[config.mk]
export PLATFORM = sky130hd
export DESIGN_NAME = c16_expander
export DESIGN_NICKNAME = d
export VERILOG_FILES = /design/src/rtl/c16_pkg.sv /design/src/rtl/c16_q0.sv /design/src/rtl/c16_q1.sv /design/src/rtl/c16_q2.sv /design/src/rtl/c16_expander.sv
export SDC_FILE = /design/constraint.sdc
export NUM_CORES = 1
export LEC_CHECK = 0
export CORE_MARGIN = 2
export CORE_UTILIZATION = 60
export DETAILED_ROUTE_END_ITERATION = 8
export DONT_BUFFER_PORTS = 1
export PLACE_DENSITY_LB_ADDON = 0.3
export SLEW_MARGIN = 20
export SYNTH_ARGS = -nofsm -noshare
export SYNTH_HDL_FRONTEND = slang
export SYNTH_SLANG_ARGS = --single-unit
export TNS_END_PERCENT = 30
[constraint.sdc]
create_clock -name clk -period 5.1 [get_ports clk]
set_input_delay 0.765 -clock clk [delete_from_list [all_inputs] [get_ports clk]]
set_output_delay 0.765 -clock clk [all_outputs]
set_load 0.005 [all_outputs]
[src/rtl/c16_pkg.sv]
// Package c16_pkg: opcodes and field packers for the 32-bit formats.
// Assumes little-endian base encodings with 5-bit register indices.
package c16_pkg;
    localparam int CW = 16;
    localparam int XW = 32;
    localparam int RW = 5;

    typedef logic [RW-1:0] rix_t;

    localparam logic [6:0] OPC_LOAD  = 7'b0000011;
    localparam logic [6:0] OPC_OPIMM = 7'b0010011;
    localparam logic [6:0] OPC_STORE = 7'b0100011;
    localparam logic [6:0] OPC_OP    = 7'b0110011;
    localparam logic [6:0] OPC_LUI   = 7'b0110111;
    localparam logic [6:0] OPC_BR    = 7'b1100011;
    localparam logic [6:0] OPC_JALR  = 7'b1100111;
    localparam logic [6:0] OPC_JAL   = 7'b1101111;
    localparam logic [XW-1:0] WORD_EBREAK = 32'h0010_0073;

    localparam rix_t R_ZERO = 5'd0;
    localparam rix_t R_LINK = 5'd1;
    localparam rix_t R_SP   = 5'd2;

    // Map a 3-bit compact field onto x8..x15.
    function automatic rix_t creg(input logic [2:0] f);
        return {2'b01, f};
    endfunction

    function automatic logic [XW-1:0] fmt_i(input logic [11:0] imm, input rix_t rs1,
                                            input logic [2:0] f3, input rix_t rd,
                                            input logic [6:0] op);
        return {imm, rs1, f3, rd, op};
    endfunction

    function automatic logic [XW-1:0] fmt_s(input logic [11:0] imm, input rix_t rs2,
                                            input rix_t rs1, input logic [2:0] f3);
        return {imm[11:5], rs2, rs1, f3, imm[4:0], OPC_STORE};
    endfunction

    function automatic logic [XW-1:0] fmt_r(input logic [6:0] f7, input rix_t rs2,
                                            input rix_t rs1, input logic [2:0] f3,
                                            input rix_t rd);
        return {f7, rs2, rs1, f3, rd, OPC_OP};
    endfunction

    function automatic logic [XW-1:0] fmt_b(input logic [12:0] imm, input rix_t rs1,
                                            input logic [2:0] f3);
        return {imm[12], imm[10:5], R_ZERO, rs1, f3, imm[4:1], imm[11], OPC_BR};
    endfunction

    function automatic logic [XW-1:0] fmt_u(input logic [19:0] imm, input rix_t rd);
        return {imm, rd, OPC_LUI};
    endfunction

    function automatic logic [XW-1:0] fmt_j(input logic [20:0] imm, input rix_t rd);
        return {imm[20], imm[10:1], imm[11], imm[19:12], rd, OPC_JAL};
    endfunction
endpackage

[src/rtl/c16_q0.sv]
// c16_q0: expands quadrant-0 words (stack-pointer add, word load, word store).
// Assumes the caller has already selected quadrant 0; bits [1:0] are not seen.
module c16_q0
    import c16_pkg::*;
(
    input  logic [CW-1:2] ins,
    output logic [XW-1:0] word,
    output logic          bad
);
    logic [9:0] spu;
    logic [6:0] woff;

    // Reassemble the scrambled unsigned immediates.
    always_comb begin
        spu  = {ins[10:7], ins[12:11], ins[5], ins[6], 2'b00};
        woff = {ins[5], ins[12:10], ins[6], 2'b00};
    end

    // Choose the form by funct3 and flag reserved ones.
    always_comb begin
        word = '0;
        bad  = 1'b0;
        unique case (ins[15:13])
            3'b000: begin
                bad  = (spu == 10'd0);
                word = fmt_i({2'b00, spu}, R_SP, 3'b000, creg(ins[4:2]), OPC_OPIMM);
            end
            3'b010: word = fmt_i({5'd0, woff}, creg(ins[9:7]), 3'b010, creg(ins[4:2]), OPC_LOAD);
            3'b110: word = fmt_s({5'd0, woff}, creg(ins[4:2]), creg(ins[9:7]), 3'b010);
            default: bad = 1'b1;
        endcase
    end
endmodule

[src/rtl/c16_q1.sv]
// c16_q1: expands quadrant-1 words (immediates, stack adjust, LUI, shifts,
// register arithmetic, jumps, branches). Assumes quadrant 1 is selected.
module c16_q1
    import c16_pkg::*;
(
    input  logic [CW-1:2] ins,
    output logic [XW-1:0] word,
    output logic          bad
);
    rix_t        rd;
    rix_t        rdc;
    rix_t        rsc;
    logic [11:0] simm;
    logic [9:0]  adj;
    logic [11:0] joff;
    logic [8:0]  boff;
    logic        smallz;

    // Pull register fields and reassemble each immediate layout.
    always_comb begin
        rd     = ins[11:7];
        rdc    = creg(ins[9:7]);
        rsc    = creg(ins[4:2]);
        simm   = {{6{ins[12]}}, ins[12], ins[6:2]};
        smallz = ({ins[12], ins[6:2]} == 6'd0);
        adj    = {ins[12], ins[4:3], ins[5], ins[2], ins[6], 4'b0000};
        joff   = {ins[12], ins[8], ins[10:9], ins[6], ins[7], ins[2], ins[11], ins[5:3], 1'b0};
        boff   = {ins[12], ins[6:5], ins[2], ins[11:10], ins[4:3], 1'b0};
    end

    // Select the form by funct3 and the sub-fields below it.
    always_comb begin
        word = '0;
        bad  = 1'b0;
        unique case (ins[15:13])
            3'b000: word = fmt_i(simm, rd, 3'b000, rd, OPC_OPIMM);
            3'b001: word = fmt_j({{9{ins[12]}}, joff}, R_LINK);
            3'b010: word = fmt_i(simm, R_ZERO, 3'b000, rd, OPC_OPIMM);
            3'b011: begin
                if (rd == R_SP) begin
                    bad  = (adj == 10'd0);
                    word = fmt_i({{2{adj[9]}}, adj}, R_SP, 3'b000, R_SP, OPC_OPIMM);
                end else begin
                    bad  = (rd != R_ZERO) && smallz;
                    word = fmt_u({{14{ins[12]}}, ins[12], ins[6:2]}, rd);
                end
            end
            3'b100: begin
                unique case (ins[11:10])
                    2'b00, 2'b01: begin
                        bad  = ins[12];
                        word = fmt_i({1'b0, ins[10], 5'd0, ins[6:2]}, rdc, 3'b101, rdc, OPC_OPIMM);
                    end
                    2'b10: word = fmt_i(simm, rdc, 3'b111, rdc, OPC_OPIMM);
                    default: begin
                        bad = ins[12];
                        unique case (ins[6:5])
                            2'b00:   word = fmt_r(7'b0100000, rsc, rdc, 3'b000, rdc);
                            2'b01:   word = fmt_r(7'b0000000, rsc, rdc, 3'b100, rdc);
                            2'b10:   word = fmt_r(7'b0000000, rsc, rdc, 3'b110, rdc);
                            default: word = fmt_r(7'b0000000, rsc, rdc, 3'b111, rdc);
                        endcase
                    end
                endcase
            end
            3'b101: word = fmt_j({{9{ins[12]}}, joff}, R_ZERO);
            default: word = fmt_b({{4{ins[12]}}, boff}, rdc, {2'b00, ins[13]});
        endcase
    end
endmodule

[src/rtl/c16_q2.sv]
// c16_q2: expands quadrant-2 words (shift left, stack load/store, jump
// register, move, add, breakpoint). Assumes quadrant 2 is selected.
module c16_q2
    import c16_pkg::*;
(
    input  logic [CW-1:2] ins,
    output logic [XW-1:0] word,
    output logic          bad
);
    rix_t       rd;
    rix_t       rs2;
    logic [7:0] loff;
    logic [7:0] soff;

    // Pull register fields and stack-relative offsets.
    always_comb begin
        rd   = ins[11:7];
        rs2  = ins[6:2];
        loff = {ins[3:2], ins[12], ins[6:4], 2'b00};
        soff = {ins[8:7], ins[12:9], 2'b00};
    end

    // Select the form by funct3, bit 12 and the zero-register cases.
    always_comb begin
        word = '0;
        bad  = 1'b0;
        unique case (ins[15:13])
            3'b000: begin
                bad  = ins[12];
                word = fmt_i({7'd0, ins[6:2]}, rd, 3'b001, rd, OPC_OPIMM);
            end
            3'b010: begin
                bad  = (rd == R_ZERO);
                word = fmt_i({4'd0, loff}, R_SP, 3'b010, rd, OPC_LOAD);
            end
            3'b100: begin
                if (!ins[12]) begin
                    if (rs2 == R_ZERO) begin
                        bad  = (rd == R_ZERO);
                        word = fmt_i(12'd0, rd, 3'b000, R_ZERO, OPC_JALR);
                    end else begin
                        word = fmt_r(7'd0, rs2, R_ZERO, 3'b000, rd);
                    end
                end else if (rs2 == R_ZERO && rd == R_ZERO) begin
                    word = WORD_EBREAK;
                end else if (rs2 == R_ZERO) begin
                    word = fmt_i(12'd0, rd, 3'b000, R_LINK, OPC_JALR);
                end else begin
                    word = fmt_r(7'd0, rs2, rd, 3'b000, rd);
                end
            end
            3'b110: word = fmt_s({4'd0, soff}, rs2, R_SP, 3'b010);
            default: bad = 1'b1;
        endcase
    end
endmodule

[src/rtl/c16_expander.sv]
// c16_expander: top level. Routes the word to the quadrant expander chosen
// by bits [1:0], passes uncompressed words through, zeroes the word of an
// illegal encoding and registers the result once.
// Assumes a synchronous active-low reset.
module c16_expander
    import c16_pkg::*;
(
    input  logic          clk,
    input  logic          rst_n,
    input  logic [CW-1:0] cmp_word,
    output logic [XW-1:0] exp_word,
    output logic          exp_bad
);
    localparam int NQ = 3;

    logic [XW-1:0] q_word [NQ];
    logic          q_bad  [NQ];
    logic [XW-1:0] nxt_word;
    logic          nxt_bad;

    c16_q0 i_q0 (.ins(cmp_word[CW-1:2]), .word(q_word[0]), .bad(q_bad[0]));
    c16_q1 i_q1 (.ins(cmp_word[CW-1:2]), .word(q_word[1]), .bad(q_bad[1]));
    c16_q2 i_q2 (.ins(cmp_word[CW-1:2]), .word(q_word[2]), .bad(q_bad[2]));

    // Pick the quadrant result or the pass-through word.
    always_comb begin
        if (cmp_word[1:0] == 2'b11) begin
            nxt_bad  = 1'b0;
            nxt_word = {{(XW-CW){1'b0}}, cmp_word};
        end else begin
            nxt_bad  = q_bad[cmp_word[1:0]];
            nxt_word = nxt_bad ? '0 : q_word[cmp_word[1:0]];
        end
    end

    // Output register with synchronous reset.
    always_ff @(posedge clk) begin
        if (!rst_n) begin
            exp_word <= '0;
            exp_bad  <= 1'b0;
        end else begin
            exp_word <= nxt_word;
            exp_bad  <= nxt_bad;
        end
    end
endmodule

; ---- Yosys cells after proc, flatten, opt, wreduce, memory -nomap -nowiden
; Cells that the tools add are included.
; W data, S select, Z words.
[totals]
register_bits = 33
out_inout_bits = 33
elab_cells = 58
[op_classes]
n_lt_le_gt_ge = 1
n_eq_ne = 12
muxes = 25
n_bitwise = 2
reduce_logical = 15
[op_table]
columns = cell, n
row1 = $pmux W32 S6, 1
row2 = $mux W32, 4
row3 = $pmux W32 S4, 1
row4 = $pmux W31 S3, 1
row5 = $pmux W30 S3, 1
row6 = $bmux W32 S2, 1
row7 = $pmux W32 S2, 1
row8 = $mux W25, 2
row9 = $mux W16, 2
row10 = $mux W29, 1
row11 = $logic_not A10 Y1, 2
row12 = $logic_not A5 Y1, 2
row13 = $eq A3 B3 Y1 const B, 3
row14 = $eq A2 B2 Y1 const B, 3
row15 = $eq A3 B2 Y1 const B, 2
row16 = $logic_not A6 Y1, 1
row17 = $mux W1, 6
row18 = $reduce_or A2 Y1, 3
row19 = $eq A5 B2 Y1 const B, 1
row20 = $reduce_bool A5 Y1, 1
row21 = $eq A2 B1 Y1 const B, 2
row22 = $logic_not A2 Y1, 2
row23 = $pmux W1 S2, 2
row24 = $pmux W1 S4, 1
row25 = other kinds (8), 9

; ---- Depth between registers and ports, before layout
[depth]
word_depth = 10
ltp_mapped = 8
mapped_depth_nobuf = 6

; ---- Hierarchy
; From an unflattened synthesis, not the netlist that was laid out.
[unflattened]
cells_unflattened = 420
area_unflattened_um2 = 3223.1
[modules_own_cells]
columns = mod, n_inst, cells_each, area_per_inst_um2, seq_area_each_um2
row1 = c16_expander, 1, 181, 1784.2, 660.6
row2 = c16_q1, 1, 119, 701.9, 0.0
row3 = c16_q2, 1, 71, 425.4, 0.0
row4 = c16_q0, 1, 49, 311.5, 0.0

; ---- Least setup slack after synthesis
; OpenSTA, ideal clock, no wires.
[synth_path]
path_type = input to register
startpoint = input cmp_word[2]
endpoint = register exp_word[12]
arrival_ns = 2.257
slack_ns = 2.726
cell_stages = 7
n_path_buf = 1
cell_sequence = buf_6 > or4_4 > o41ai_2 > o221ai_2 > nand3_2 > inv_2 > a22o_1
[synth_between]
elab_chain_cells = 10
word_cells_on_any_way = 23
classes_between = 18 x mux / 5 x reduce/logical
[synth_lines]
columns = element, line_no
row1 = from (decl), c16_expander.sv:10  ; input logic [CW-1:0] cmp_word,
row2 = $logic_not A5 Y1, "c16_q2.sv:38, c16_q2.sv:44"
row3 = $logic_and A1 B1 Y1, c16_q2.sv:44  ; end else if (rs2 == R_ZERO && rd == R_ZERO) begin
row4 = $mux W32, c16_q2.sv:44
row5 = $mux W32, c16_q2.sv:37  ; if (!ins[12]) begin
row6 = $pmux W32 S4, c16_q2.sv:27  ; unique case (ins[15:13])
row7 = $bmux W32 S2, c16_expander.sv:32  ; nxt_word = nxt_bad ? '0 : q_word[cmp_word[1:0]];
row8 = $mux W32 (implied by the code) (2 in series), c16_expander.sv:32
row9 = $mux W16 (*), c16_expander.sv:32
row10 = $mux W16 (*), c16_expander.sv:27  ; if (cmp_word[1:0] == 2'b11) begin
row11 = to (signal assigned), c16_expander.sv:42  ; exp_word <= nxt_word;
row12 = to (decl), c16_expander.sv:11  ; output logic [XW-1:0] exp_word,
; Every way passes the cells marked *; elsewhere a longest branch is shown, timed or not. The select of a mux whose other input is x is not followed.
; A chain may end at the register's enable or synchronous reset.

; ---- Worst setup path in the final report
[layout_path]
startpoint = input cmp_word[11]
endpoint = register exp_word[27]
[layout_between]
elab_chain_cells = 8
word_cells_on_any_way = 26
classes_between = 3 x eq/ne / 16 x mux / 7 x reduce/logical
[layout_lines]
columns = element, line_no
row1 = $logic_not A5 Y1 or $reduce_bool A5 Y1 (tied branches), -
row2 = $mux W1 or $logic_and A1 B1 Y1 (tied branches), "c16_q2.sv:38, c16_q1.sv:44"
row3 = $mux W1 (on tied branches), "c16_q2.sv:37, c16_q1.sv:40"
row4 = $pmux W1 S4 or $pmux W1 S2 (tied branches), "c16_q2.sv:27, c16_q1.sv:35"
row5 = $bmux W1 S2, c16_expander.sv:31  ; nxt_bad = q_bad[cmp_word[1:0]];
row6 = $mux W1 (implied by the code) (2 in series), c16_expander.sv:31
row7 = $reduce_or A3 Y1 (no line), -
; Parallel ways exist; a longest one is shown, timed or not. The select of a mux whose other input is x is not followed.

==> metrics <==
outcome completed; # H-tree levels 2; Core Area 4290 sq um; Max VDD drop 0.128 mV; Worst Path Buf+Inv 0; CTS max path bufs 2; vias per cell 8.01; Fillers 396; sequential-to-total area share from yosys stat 25.2%; Post-synth top flop dfxtp_1; Netlist cell types 67; Worst path max stage delay 0.65 ns; min cycle time layout 2.42 ns; DR vias 3,107; fin crit share 47.5%; setup TNS 0 ns; total of max-cap violations 0; Design Area, Final 2620 sq um; Slew HR 22.9%; fin nets 353; CTS tree done; CP top delay family simple AND/OR/NAND/NOR gates; Worst EP arrival 2.66 ns; GP Congestion 1.08; Post-DP Area 2500 sq um; clock slew at reported path FFs 0.07 ns; Slew Limit Fails 0; crit end category flop; Syn. warnings 0; Final setup viols 0; drt drc 0; CP max FO 16; first-pass GRT wire length 14,700 um; hold path cells 2; critical path cell sequence nor4_4, a2111oi_4, o31ai_1, nand3_2, o21ba_2; hpwl dp 6320 um; fmax 0.412 GHz; global-route usage over all layers 38.4%; CTS sink cnt 33; chip height 70.1 um; area share of the largest cell type after synthesis 25.2%; global route overflow 0; Port Buffers 0; Starting DRT DRC Count 867; Final Hold Fails 0; RSZ-0062 raised after global routing no; Pleak 0.891 nW; Post-synth ARST share 0%; clock root cell clkbuf_8; synth top area cells dfxtp_1, a21oi_1, nand2_1, o21ai_0, nor2_1; worst min path class in2reg; Finished Core Util 61.0%; I/O pin cnt 51; ANT cells 0; area of the mapped netlist 2620 sq um; commonest non-fill, non-tap cells in the layout nand2_1, a21oi_1, dfxtp_1, o21ai_0, nor2_1; Hold Path Sink exp_word[5]; Power per Cell Area 249 nW/um^2; crit path kind in2reg; # Post-CTS Setup Buffers 0; final wirelength 9640 um; vias in the first global route 2,724; most common cell after layout, fill and taps aside nand2_1; Mapped Avg Cell Area 7.16 sq um; Hold Startpoint cmp_word[5]; Initial Util 61.0%; post-synthesis cell count 366; die width 70.1 um; hold-fix buffers at CTS 0; Routed Antenna Nets 0; largest net degree at the start of global routing 46; layout cells sized above 1 6.85%; number of synthesized flops with an enable pin 0; initial antenna violation count 0; Tightest Pin Transition 1.15 ns; power after layout 652 uW; Critical Path RT 5.34 ns; TritonRoute pass-1 iters 7; syn nets 384; FP Rows 24; Critical Path Start Type input pin; Synth area leader dfxtp_1; Avg WL per Cell 24.9 um; die area 4910 sq um; area delta synth->final -0.000115%; number of synthesized register bits 33; TritonCTS Buffers 5; post-CTS sizing 0; Slowest cell on crit path nor4_4
==> cells in the mapped netlist, drive strengths merged (2+ instances only) <==
cell	n
a21o	6
and2	2
and4	2
o21ai	31
a211oi	7
buf	20
a21oi	39
o21bai	2
clkbuf	19
or4	5
nand2b	9
o211ai	7
a31oi	9
nand2	44
nor2	25
nand4	3
dfxtp	33
a32oi	4
a211o	2
nor2b	8
inv	11
o311ai	3
a22oi	3
nand3b	2
o221ai	4
a22o	2
nand3	14
nor3	3
o2bb2ai	3
a311oi	3
o31ai	5
nor4	4
o22ai	4
o31a	2
and3	4
==> power breakdown <==
part | switching [mW] | leakage [nW] | internal, mW | total (mW)
clock network | 0.0987 | 0.0585 | 0.159 | 0.258
registers | 0.00593 | 0.270 | 0.270 | 0.276
logic | 0.0741 | 0.563 | 0.0442 | 0.118
total | 0.179 | 0.891 | 0.474 | 0.652
==> final cells by class <==
type	count	area [sq um]	share of cell area [%]
clock buffers	7	86.3	3.30
clock inverters	1	30.0	1.15
inverters	12	45.0	1.72
multi-input cells	282	1730	65.9
flip-flops and latches	33	661	25.2
well taps	52	65.1	2.48
repair buffers	1	7.51	0.287
==> metrics by stage <==
step	hold slack (ns)	instances	setup WS [ns]
floorplan	0.890	366	2.73
global placement	0.885	380	2.52
detailed placement	0.889	380	2.47
CTS	0.599	388	2.76
global route	0.595	388	2.59
finish	0.598	388	2.68
==> registers in the layout, summed over array words and instances (netlist names) <==
| signal | count |
|---|---|
| exp_word | 32 |
| exp_bad | 1 |
==> cell families (layout without fill, tap and decap cells) <==
family                 after synthesis  count (layout)  synth area share [%]
muxes                                1               1                 0.382
DFF                                 33              33                  25.2
AOI/OAI and AO/OA                  151             151                  39.6
and+or+nand+nor                    130             130                  25.9
buffers and inverters               51              21                  8.93
==> layer usage <==
metal	vias up	part of all wire [%]	wire length, um	GRT usage [%]
met4	0	5.0	484	20.1
met2	358	41	3970	54.5
met5	-	0	0	0
li1	1305	-	-	-
met1	1378	37	3550	52.1
met3	66	17	1630	11.8
==> worst max-delay path by stage <==
| stage | startpoint | depth (start not counted) | end |
|---|---|---|---|
| final | cmp_word[11] | 5 | exp_word[27] |
| after global routing | cmp_word[11] | 5 | exp_word[27] |
| after CTS | cmp_word[11] | 5 | exp_word[27] |
| after detailed placement | cmp_word[11] | 5 | exp_word[27] |
| after global placement | cmp_word[11] | 5 | exp_word[27] |
| after floorplan | cmp_word[2] | 7 | exp_word[12] |
(Power assumes the default switching activity.)
